===== src/rtl/ext_port_pkg.sv =====
package ext_port_pkg;
  typedef enum logic [2:0] {
    ACC_NONE,
    ACC_IDX_WR,
    ACC_PAIR_WR,
    ACC_DATA_WR,
    ACC_DATA_RD
  } acc_e;

  localparam logic [7:0] NO_INDEX_READ = 8'hFF;
  localparam logic [7:0] UNIMPL_READ   = 8'h00;
endpackage


===== src/rtl/ext_access_decode.sv =====
module ext_access_decode
  import ext_port_pkg::*;
#(
  parameter int ADDR_W    = 16,
  parameter int PORT_BASE = 16'h01CE
) (
  input  logic [ADDR_W-2:0] io_waddr,
  input  logic [1:0]        io_be,
  input  logic              io_wr,
  input  logic              io_rd,
  output acc_e              acc
);
  localparam logic [ADDR_W-1:0] BASE_FULL = ADDR_W'(PORT_BASE);
  localparam logic [ADDR_W-2:0] PAIR_WADDR = BASE_FULL[ADDR_W-1:1];

  logic hit;
  assign hit = (io_waddr == PAIR_WADDR);

  always_comb begin
    acc = ACC_NONE;
    if (io_wr && hit) begin
      unique case (io_be)
        2'b11:   acc = ACC_PAIR_WR;
        2'b01:   acc = ACC_IDX_WR;
        2'b10:   acc = ACC_DATA_WR;
        default: acc = ACC_NONE;
      endcase
    end else if (io_rd && !io_wr && hit && io_be[1]) begin
      acc = ACC_DATA_RD;
    end
  end
endmodule


===== src/rtl/ext_index_latch.sv =====
module ext_index_latch
  import ext_port_pkg::*;
(
  input  logic       clk,
  input  logic       rst,
  input  acc_e       acc,
  input  logic [7:0] new_index,
  output logic [7:0] index,
  output logic       valid
);
  always_ff @(posedge clk) begin
    if (rst) begin
      index <= '0;
      valid <= 1'b0;
    end else begin
      unique case (acc)
        ACC_IDX_WR: begin
          index <= new_index;
          valid <= 1'b1;
        end
        ACC_PAIR_WR, ACC_DATA_WR, ACC_DATA_RD: valid <= 1'b0;
        default: ;
      endcase
    end
  end
endmodule


===== src/rtl/ext_reg_bank.sv =====
module ext_reg_bank
  import ext_port_pkg::*;
#(
  parameter int IDX_BASE  = 8'h80,
  parameter int NUM_REGS  = 64,
  parameter int DIV_IDX   = 8'hB8,
  parameter int CLKA_IDX  = 8'hB9,
  parameter int CLKB_IDX  = 8'hBE,
  parameter int DIV_LSB   = 6,
  parameter int CLKA_BIT  = 1,
  parameter int CLKB_BIT  = 4
) (
  input  logic       clk,
  input  logic       rst,
  input  logic       wr_en,
  input  logic [7:0] wr_idx,
  input  logic [7:0] wr_val,
  input  logic [7:0] rd_idx,
  output logic [7:0] rd_val,
  output logic [1:0] div_sel,
  output logic [1:0] clk_sel
);
  localparam int OFF_W    = (NUM_REGS > 1) ? $clog2(NUM_REGS) : 1;
  localparam int DIV_OFF  = DIV_IDX - IDX_BASE;
  localparam int CLKA_OFF = CLKA_IDX - IDX_BASE;
  localparam int CLKB_OFF = CLKB_IDX - IDX_BASE;

  logic [7:0] regs [NUM_REGS];

  function automatic logic in_window(input logic [7:0] idx);
    return (int'(idx) >= IDX_BASE) && (int'(idx) < IDX_BASE + NUM_REGS);
  endfunction

  function automatic logic [OFF_W-1:0] offset_of(input logic [7:0] idx);
    logic [7:0] rel;
    rel = idx - 8'(IDX_BASE);
    return rel[OFF_W-1:0];
  endfunction

  logic             wr_hit;
  logic [OFF_W-1:0] wr_off;
  assign wr_hit = wr_en && in_window(wr_idx);
  assign wr_off = offset_of(wr_idx);

  for (genvar g = 0; g < NUM_REGS; g++) begin : g_reg
    always_ff @(posedge clk) begin
      if (rst) regs[g] <= '0;
      else if (wr_hit && (wr_off == OFF_W'(g))) regs[g] <= wr_val;
    end
  end

  always_comb begin
    if (in_window(rd_idx)) rd_val = regs[offset_of(rd_idx)];
    else                   rd_val = UNIMPL_READ;
  end

  assign div_sel = regs[DIV_OFF][DIV_LSB+1:DIV_LSB];
  assign clk_sel = {regs[CLKB_OFF][CLKB_BIT], regs[CLKA_OFF][CLKA_BIT]};
endmodule


===== src/rtl/ext_reg_port.sv =====
module ext_reg_port
  import ext_port_pkg::*;
#(
  parameter int ADDR_W    = 16,
  parameter int PORT_BASE = 16'h01CE,
  parameter int IDX_BASE  = 8'h80,
  parameter int NUM_REGS  = 64
) (
  input  logic              clk,
  input  logic              rst,
  input  logic [ADDR_W-2:0] io_waddr,
  input  logic [1:0]        io_be,
  input  logic              io_wr,
  input  logic              io_rd,
  input  logic [15:0]       io_wdata,
  output logic [7:0]        rd_data,
  output logic              rd_ack,
  output logic [1:0]        div_sel,
  output logic [1:0]        clk_sel
);
  acc_e       acc;
  logic [7:0] idx_q;
  logic       idx_valid;
  logic [7:0] bank_val;

  ext_access_decode #(.ADDR_W(ADDR_W), .PORT_BASE(PORT_BASE)) u_dec (
    .io_waddr(io_waddr), .io_be(io_be), .io_wr(io_wr), .io_rd(io_rd), .acc(acc)
  );

  ext_index_latch u_idx (
    .clk(clk), .rst(rst), .acc(acc), .new_index(io_wdata[7:0]),
    .index(idx_q), .valid(idx_valid)
  );

  ext_reg_bank #(.IDX_BASE(IDX_BASE), .NUM_REGS(NUM_REGS)) u_bank (
    .clk(clk), .rst(rst),
    .wr_en(acc == ACC_PAIR_WR), .wr_idx(io_wdata[7:0]), .wr_val(io_wdata[15:8]),
    .rd_idx(idx_q), .rd_val(bank_val),
    .div_sel(div_sel), .clk_sel(clk_sel)
  );

  always_ff @(posedge clk) begin
    if (rst) begin
      rd_data <= '0;
      rd_ack  <= 1'b0;
    end else begin
      rd_ack <= (acc == ACC_DATA_RD);
      if (acc == ACC_DATA_RD) rd_data <= idx_valid ? bank_val : NO_INDEX_READ;
    end
  end
endmodule


===== config.mk =====
export PLATFORM = sky130hd
export DESIGN_NAME = ext_reg_port
export DESIGN_NICKNAME = d
export VERILOG_FILES = /design/src/rtl/ext_port_pkg.sv /design/src/rtl/ext_access_decode.sv /design/src/rtl/ext_index_latch.sv /design/src/rtl/ext_reg_bank.sv /design/src/rtl/ext_reg_port.sv
export SDC_FILE = /design/constraint.sdc
export NUM_CORES = 1
export LEC_CHECK = 0
export BUFFER_PORTS_ARGS = -buffer_cell sky130_fd_sc_hd__buf_2
export CAP_MARGIN = 25
export CORE_UTILIZATION = 65
export DETAILED_ROUTE_END_ITERATION = 7
export HOLD_SLACK_MARGIN = 0.05
export PLACE_DENSITY = 0.85
export SLEW_MARGIN = 10
export SYNTH_ARGS = -nofsm -noshare
export SYNTH_HDL_FRONTEND = slang
export SYNTH_HIERARCHICAL = 1
export SYNTH_SLANG_ARGS = --single-unit

===== constraint.sdc =====
create_clock -name clk -period 7 [get_ports clk]
set_clock_uncertainty 0.15 [all_clocks]
set_input_delay 1.4 -clock clk [delete_from_list [all_inputs] [get_ports clk]]
set_output_delay 1.4 -clock clk [all_outputs]
set_load 0.01 [all_outputs]

; ---- Word level (Yosys, flattened, before mapping)
; Memory sizes are Yosys's and may differ from the RTL's.
; Cells that the tools add are included.
[op_classes]
magnitude_cmp = 4
eq_ne = 71
bitwise_logic = 64
addsub = 2
reduce_logical = 75
n_mux = 264
[op_table]
columns = op, count
row1 = $mux W8, 66
row2 = $mux W1, 194
row3 = $eq A6 B6 Y1 const B, 32
row4 = $eq A6 B5 Y1 const B, 16
row5 = $logic_and A1 B1 Y1, 71
row6 = $or A1 B1 Y1, 64
row7 = $eq A6 B4 Y1 const B, 8
row8 = $eq A6 B3 Y1 const B, 4
row9 = $ge A8 B8 Y1 const B, 2
row10 = $lt A8 B8 Y1 const B, 2
row11 = $eq A15 B8 Y1 const B, 1
row12 = $eq A6 B2 Y1 const B, 2
row13 = $sub A6 B1 Y6 const B, 2
row14 = $eq A3 B2 Y1 const B, 2
row15 = $eq A6 B1 Y1 const B, 1
row16 = $logic_not A6 Y1, 1
row17 = $mux W3, 2
row18 = $pmux W2 S3, 1
row19 = $eq A2 B2 Y1 const B, 2
row20 = $eq A3 B1 Y1 const B, 1
row21 = $eq A3 B3 Y1 const B, 1
row22 = $reduce_or A3 Y1, 1
row23 = $eq A2 B1 Y1 const B, 1
row24 = $pmux W1 S2, 1
row25 = other kinds (2), 2
[word_totals]
in_bits = 37
ff_bits = 18
mem_count = 1
mem_bits_rw = 512
[memory_table]
columns = name, depth, word_bits, rd, rd_clocked_by_memory_dff, wr, line_no
row1 = u_bank.regs, 64, 8, 4, 0, 64, ext_reg_bank.sv:28  ; logic [7:0] regs [NUM_REGS];

; ---- Depth between registers and ports, before layout
; Gate-level depths: netlist of the first run.
[logic_depth]
depth_word = 13
depth_mapped = 12
ltp_nobuf = 10

; ---- By module
; The synthesis of the first run kept the hierarchy.
[modules_own_cells]
columns = mod, n_inst, area_each_um2, cells_per_inst
row1 = ext_reg_bank, 1, 24257.0, 1650
row2 = ext_index_latch, 1, 422.9, 41
row3 = ext_reg_port, 1, 370.4, 39
row4 = ext_access_decode, 1, 118.9, 15

; ---- Least setup slack after synthesis of the first run
; Ideal clock, no wire load.
[synth_path]
path_type = input port to flip-flop
from = input port io_waddr[9]
to = memory u_bank.regs[10][0], enable pin
t_arrival_ps = 3559
slack_ps = 2965
n_path_buf = 1
setup_time_ps = 326
required_ps = 6524
cell_stages = 8
cell_sequence = nor4b_1 nand4_1 nor2_1 nor3b_1 nand3b_1 nor3_1 clkbuf_1 a21o_1
[synth_rtl]
columns = item, line_no
row1 = "start, declared", ext_reg_port.sv:11  ; input logic [ADDR_W-2:0] io_waddr,
row2 = "end, declared", ext_reg_bank.sv:28

==> flow_summary.ini, run 1 <==
[worst_setup_path]
crit_start = io_waddr[9]
crit_arrival_ps = 4990
required_ps = 7300
cp.buffers_inverters = 2
r2r_cells = 8
critPathLaunchType = input port
slowest_stage = nor2_4
path_depth = 11
cpLargestDelayFamily = simple AND/OR/NAND/NOR gates
r2r_start = u_idx/index[0]
cp_max_fo = 50
cp_slowest_stage_delay_ps = 840
crit_path_end_kind = flop
worstSetupPathType = in -> reg
crit_chain = buf_2, nor4b_1, nand4_1, nor2_1, nor3b_1, nand3b_1, nor2_1, nand2_1, nor2_4, buf_4, and3_1
cp_common_cell = nor2_1

[layout]
drive_above_1_share = 0.173
nNetsFinal = 1729
fillers = 2256
layoutNonFillerInstCount = 2242
register_area_um2 = 15700
area_growth_syn_to_layout_pct = 8.13
multi_input_area_um2 = 8520

[synthesis]
ys.warnings.count = 6
yosysTopAreaCellShare = 0.611
synth_area_um2 = 25200
synth-edff-count = 512
synthCells = 1745
synth_nets = 1784
ys_seq_elements = 530
ys.flop_type = edfxtp_1
ys_types = 61
synth_async_sr_flop_share = 0
synth.area.top_cells = edfxtp_1 61%, mux4_2 9.9%, and3_1 9.5%, and2_1 3.3%, clkbuf_1 2.2%
synth_commonest_cells = 512 x edfxtp_1, 384 x and3_1, 147 x clkbuf_1, 131 x and2_1, 111 x mux4_2
yosysTopAreaCell = edfxtp_1
synth_most_common_cell = edfxtp_1
syn_avg_cell_area_um2 = 14.4
yosysSeqAreaShare = 0.625

[power_and_ir_drop]
pwr-share-seq = 0.555
peakVddDrop_mv = 0.184
switching_share = 0.212
switchingPower_mw = 1.40
p_clk_frac = 0.397
pwr-share-comb = 0.047
power.density_nw_per_um2 = 242
internal_power_mw = 5.20
p_leak_nw = 10.4

[placement]
io_buffers = 49
dp_hpwl_um = 38200
place.gp.congestion = 0.952
dp_slack_ps = 1860
dp_cells = 2142

[routing]
vias_per_cell = 7.08
final_antenna_net_count = 0
wl_per_cell_um = 28.7
drcViolationCount = 0
via_count = 15900
drt_pass1_iterations = 6
drtIter0Drc = 2585
drt-total-wl_um = 64300

[floorplanning]
dieArea_um2 = 39500
die_w_um = 199
start_util = 0.665
core_um2 = 37800
ios = 50
rows = 71
die_h_um = 199

[clock_network]
ctsLongestPathBuffers = 3
clock-sinks = 530
clockRootBuffer = clkbuf_16
clkTransAtPathRegs_ps = 60
cts_tree = yes
htree_levels = 2
post_cts_resized = 0
clk_latency_ps = 600
hold_buffers = 0
cts_setup_buffers = 0
numCtsBuffers = 50

[sta]
fmax_mhz = 213
setup_viol = 0
rsz0062_at_grt = false
setup_slack_ps = 2310
min_period_over_period = 0.670
period_needed_ps = 4690
drv_slew = 0
worst_slew_pin_slew_ps = 1020
finalHoldViolations = 0
slew_headroom = 0.320
hold_ws_ps = 358
fin_setup_tns_ps = 0

[worst_hold_path]
hold-path-cell-count = 2
hold_path_class = reg -> reg
hold_start = u_idx/index[6]

[run]
maxCapViolCount = 0

[global_routing]
track_usage = 0.331
grt_max_degree = 129
antenna_found_initial = 1
grt_pass1_vias = 15200
grt_pass1_wl_um = 94800
grt_overflow = 0

[run_status]
status = completed
## flip-flops by register name (all words and copies together) (netlist names)
name,flops
rd_ack,1
rd_data,8
u_bank/regs,512
u_idx/index,8
u_idx/valid,1
## per-layer routing
layer,GRT usage,share of wire
met1,0.451,0.34
met2,0.527,0.48
met3,0.0751,0.14
met4,0.124,0.041
met5,0,0
## final cells by class
type,count,area share
antenna,1,0.0000919
inverter,12,0.00166
sequential,530,0.579
tap,511,0.0235
clock inverter,25,0.00671
timing repair buffer,94,0.0258
clock buffer,67,0.0507
multi-input combinational,1002,0.313
## cells in the final DEF (no fill, tap or decap), drive strengths merged, types with 6 or more instances in the layout
cell / netlist / routed
edfxtp: 512 / 512
and3: 384 / 384
and2: 131 / 131
mux4: 121 / 121
buf: 53 / 94
clkbuf: 148 / 67
nor2: 52 / 52
mux2i: 37 / 37
nand2: 36 / 36
a21o: 32 / 32
o21bai: 32 / 32
nand2b: 24 / 24
clkinv: 0 / 21
dfxtp: 18 / 18
o22ai: 14 / 14
nor2b: 13 / 13
inv: 12 / 12
a21oi: 12 / 12
a311oi: 11 / 11
o21ai: 11 / 11
nand3: 10 / 10
a211oi: 10 / 10
nor3: 10 / 10
mux2: 8 / 8
a22oi: 6 / 6
o221ai: 6 / 6
## power groups by stage
| stage | registers, mW | clock network (mW) | logic, mW |
|---|---|---|---|
| 3_3_place_gp | 3.71 | 0 | 0.283 |
| 2_1_floorplan | 3.70 | 0 | 0.179 |
| 4_1_cts | 3.66 | 2.63 | 0.295 |
| 6_report | 3.66 | 2.62 | 0.312 |
| 5_1_grt | 3.67 | 2.74 | 0.322 |
| 3_5_place_dp | 3.73 | 0 | 0.293 |
## cell families after synthesis
logic type	after synthesis	synth area share
compound gates	149	0.0436
fa+ha+maj	2	0.000994
mux	166	0.128
simple gates	685	0.163
flops	530	0.625
buf+inv	213	0.0389
## final timing paths
check | endpoint | slack [ps]
worst min register to register | u_idx/index[6] | 360
worst min-delay path | u_idx/index[6] | 360
worst max-delay path | u_bank/regs[30][5] | 2310
worst max register to register | rd_data[3] | 3570
## per-stage QoR
step	utilization	power, mW	cell area (um2)
floorplan	-	3.88	25200
global placement	0.673	3.99	25500
detailed placement	0.675	4.02	25500
CTS	0.716	6.59	27100
global route	0.719	6.74	27200
finish	0.719	6.60	27200
## tightest hold or removal path, delay by kind of cell, from the launching register on
| family | cells | cell delay [ps] |
|---|---|---|
| flip-flops | 1 | 320 |
| AND/OR/NAND/NOR | 1 | 70 |
| multiplexers | 1 | 70 |
Note: power is estimated with default switching activity, not from simulation.
==> run 2, diff against run 1 <==
Settings changed: CORE_UTILIZATION 65 to 57, PLACE_DENSITY 0.85 to 0.79.
Clock period 7 ns to 4.3 ns, I/O delays scaled along.
==> run 2 against run 1 <==
Against the previous run: total power is 71% higher; wire length is 5.4% higher; clock power is 83% higher; highest routed layer unchanged.
==> flow_summary.ini, run 2 (same netlist as run 1, synthesis figures left out) <==
[worst_setup_path]
cp_slowest_stage_delay_ps = 650
crit_path_end_kind = flop
cp.buffers_inverters = 1
worstSetupPathType = in -> reg
crit_chain = buf_2, nor4b_1, nand4_1, nor2_1, nor3b_1, nand3b_1, nor3_2, nand2b_1, nor2_1, and2_1
cpLargestDelayFamily = simple AND/OR/NAND/NOR gates
cp_max_fo = 16
crit_arrival_ps = 3930
cp_common_cell = nor2_1
required_ps = 4620
slowest_stage = nor2_1
critPathLaunchType = input port

[power_and_ir_drop]
pwr-share-seq = 0.529
switching_share = 0.215
peakVddDrop_mv = 0.319
p_leak_nw = 10.8
switchingPower_mw = 2.43
pwr-share-comb = 0.047
internal_power_mw = 8.87
power.density_nw_per_um2 = 406
p_clk_frac = 0.425

[layout]
layout_common_cells = 512 x edfxtp_1, 384 x and3_1, 131 x and2_1
reg_top3 = u_bank/regs (512), rd_data (8), u_idx/index (8)
nNetsFinal = 1784
largest_reg_flops = 512
area_growth_syn_to_layout_pct = 10.7
design_area_um2 = 27900
drive_above_1_share = 0.207
max_flop_register = u_bank/regs
layout_commonest_cell = edfxtp_1

[floorplanning]
die_w_um = 212
dieArea_um2 = 45000
rows = 76
ios = 50
start_util = 0.582
die_h_um = 212
core_um2 = 43300

[routing]
drt_pass1_iterations = 8
vias_per_cell = 6.77
via_count = 16100
drcViolationCount = 0
final_antenna_net_count = 0
wl_per_cell_um = 28.5
drt-total-wl_um = 67800
drtIter0Drc = 2706

[clock_network]
clock-sinks = 530
numCtsBuffers = 54
post_cts_resized = 0
htree_levels = 2
cts_tree = yes
cts_setup_buffers = 0
hold_buffers = 0
clkTransAtPathRegs_ps = 60
ctsLongestPathBuffers = 3
clk_latency_ps = 610
clockRootBuffer = clkbuf_16

[placement]
io_buffers = 49
place.gp.congestion = 0.932
placed_area_um2 = 26100
dp_hpwl_um = 42200

[global_routing]
grt_pass1_wl_um = 100000
grt_pass1_vias = 15300
track_usage = 0.307
grt_max_degree = 129
antenna_found_initial = 0
grt_overflow = 0

[sta]
fmax_mhz = 277
period_needed_ps = 3610
fin_setup_tns_ps = 0
finalHoldViolations = 0
min_period_over_period = 0.840
worst_slew_pin_slew_ps = 1060
setup_viol = 0
slew_headroom = 0.291
rsz0062_at_grt = false
drv_slew = 0

[worst_hold_path]
hold_path_class = reg -> reg

[run_status]
status = completed

[run]
maxCapViolCount = 0
-- run 2: changes by cell type in the layout (fill, tap and decap cells not counted), moves of 3 or more --
cell | before | now
clkinvlp_4 | 1 | 5
bufinv_16 | 3 | 8
clkinv_2 | 5 | 11
buf_4 | 36 | 92
clkbuf_1 | 14 | 7
buf_12 | 8 | 4
clkinv_1 | 16 | 13
-- run 2: metrics by stage --
step           instances  hold WS [ps]  power, mW  utilization  setup slack, ps
6_report            2376           362       11.3        0.644              688
3_3_place_gp        2274           322       6.56        0.602              258
4_1_cts             2375           358       11.3        0.644              758
3_5_place_dp        2274           344       6.59        0.602              179
2_1_floorplan       1745           298       6.32            -              805
5_1_grt             2375           378       11.6        0.644              490
-- run 2: power groups by stage --
stage	Clock, mW	Sequential (mW)	Combinational, mW
after floorplan	0	6.03	0.292
after detailed placement	0	6.08	0.514
after CTS	4.82	5.97	0.518
after global routing	5.02	5.99	0.546
after global placement	0	6.06	0.502
final	4.80	5.97	0.530
-- run 2: layout make-up --
class | count | area, um2
multi-input cells | 1002 | 8520
diodes | 1 | 2.50
repair buffers | 145 | 1020
clock buffers | 62 | 1400
clock inverters | 39 | 399
inverters | 12 | 45.0
flip-flops and latches | 530 | 15700
well taps | 585 | 732
fillers | 2901 | 15400
-- run 2: metal layers --
| metal | vias up | GRT usage | wire length [um] | share of wire |
|---|---|---|---|---|
| met5 | - | 0 | 0 | 0 |
| met4 | 0 | 0.117 | 2640 | 0.039 |
| met3 | 162 | 0.0530 | 7600 | 0.11 |
| met2 | 1184 | 0.488 | 32400 | 0.48 |
| met1 | 8032 | 0.426 | 25200 | 0.37 |
| li1 | 6719 | - | - | - |
-- run 2: worst reg2reg max path, cell delays in order (launching register included) --
cell and delay (ps):
dfxtp_4 830, mux4_2 680, mux2i_1 360, nor2_1 80, a311oi_1 550, o31ai_1 210
inv_1 140, a311oi_1 90
-- run 2: final timing paths --
check | from | to | slack (ps) | cells after the start
hold reg to reg | rd_data[2] | rd_data[2] | 360 | 2
setup / recovery | io_waddr[9] | u_bank/regs[33][2] | 690 | 10
setup reg to reg | u_idx/index[1] | rd_data[5] | 1070 | 7
hold / removal | rd_data[2] | rd_data[2] | 360 | 2
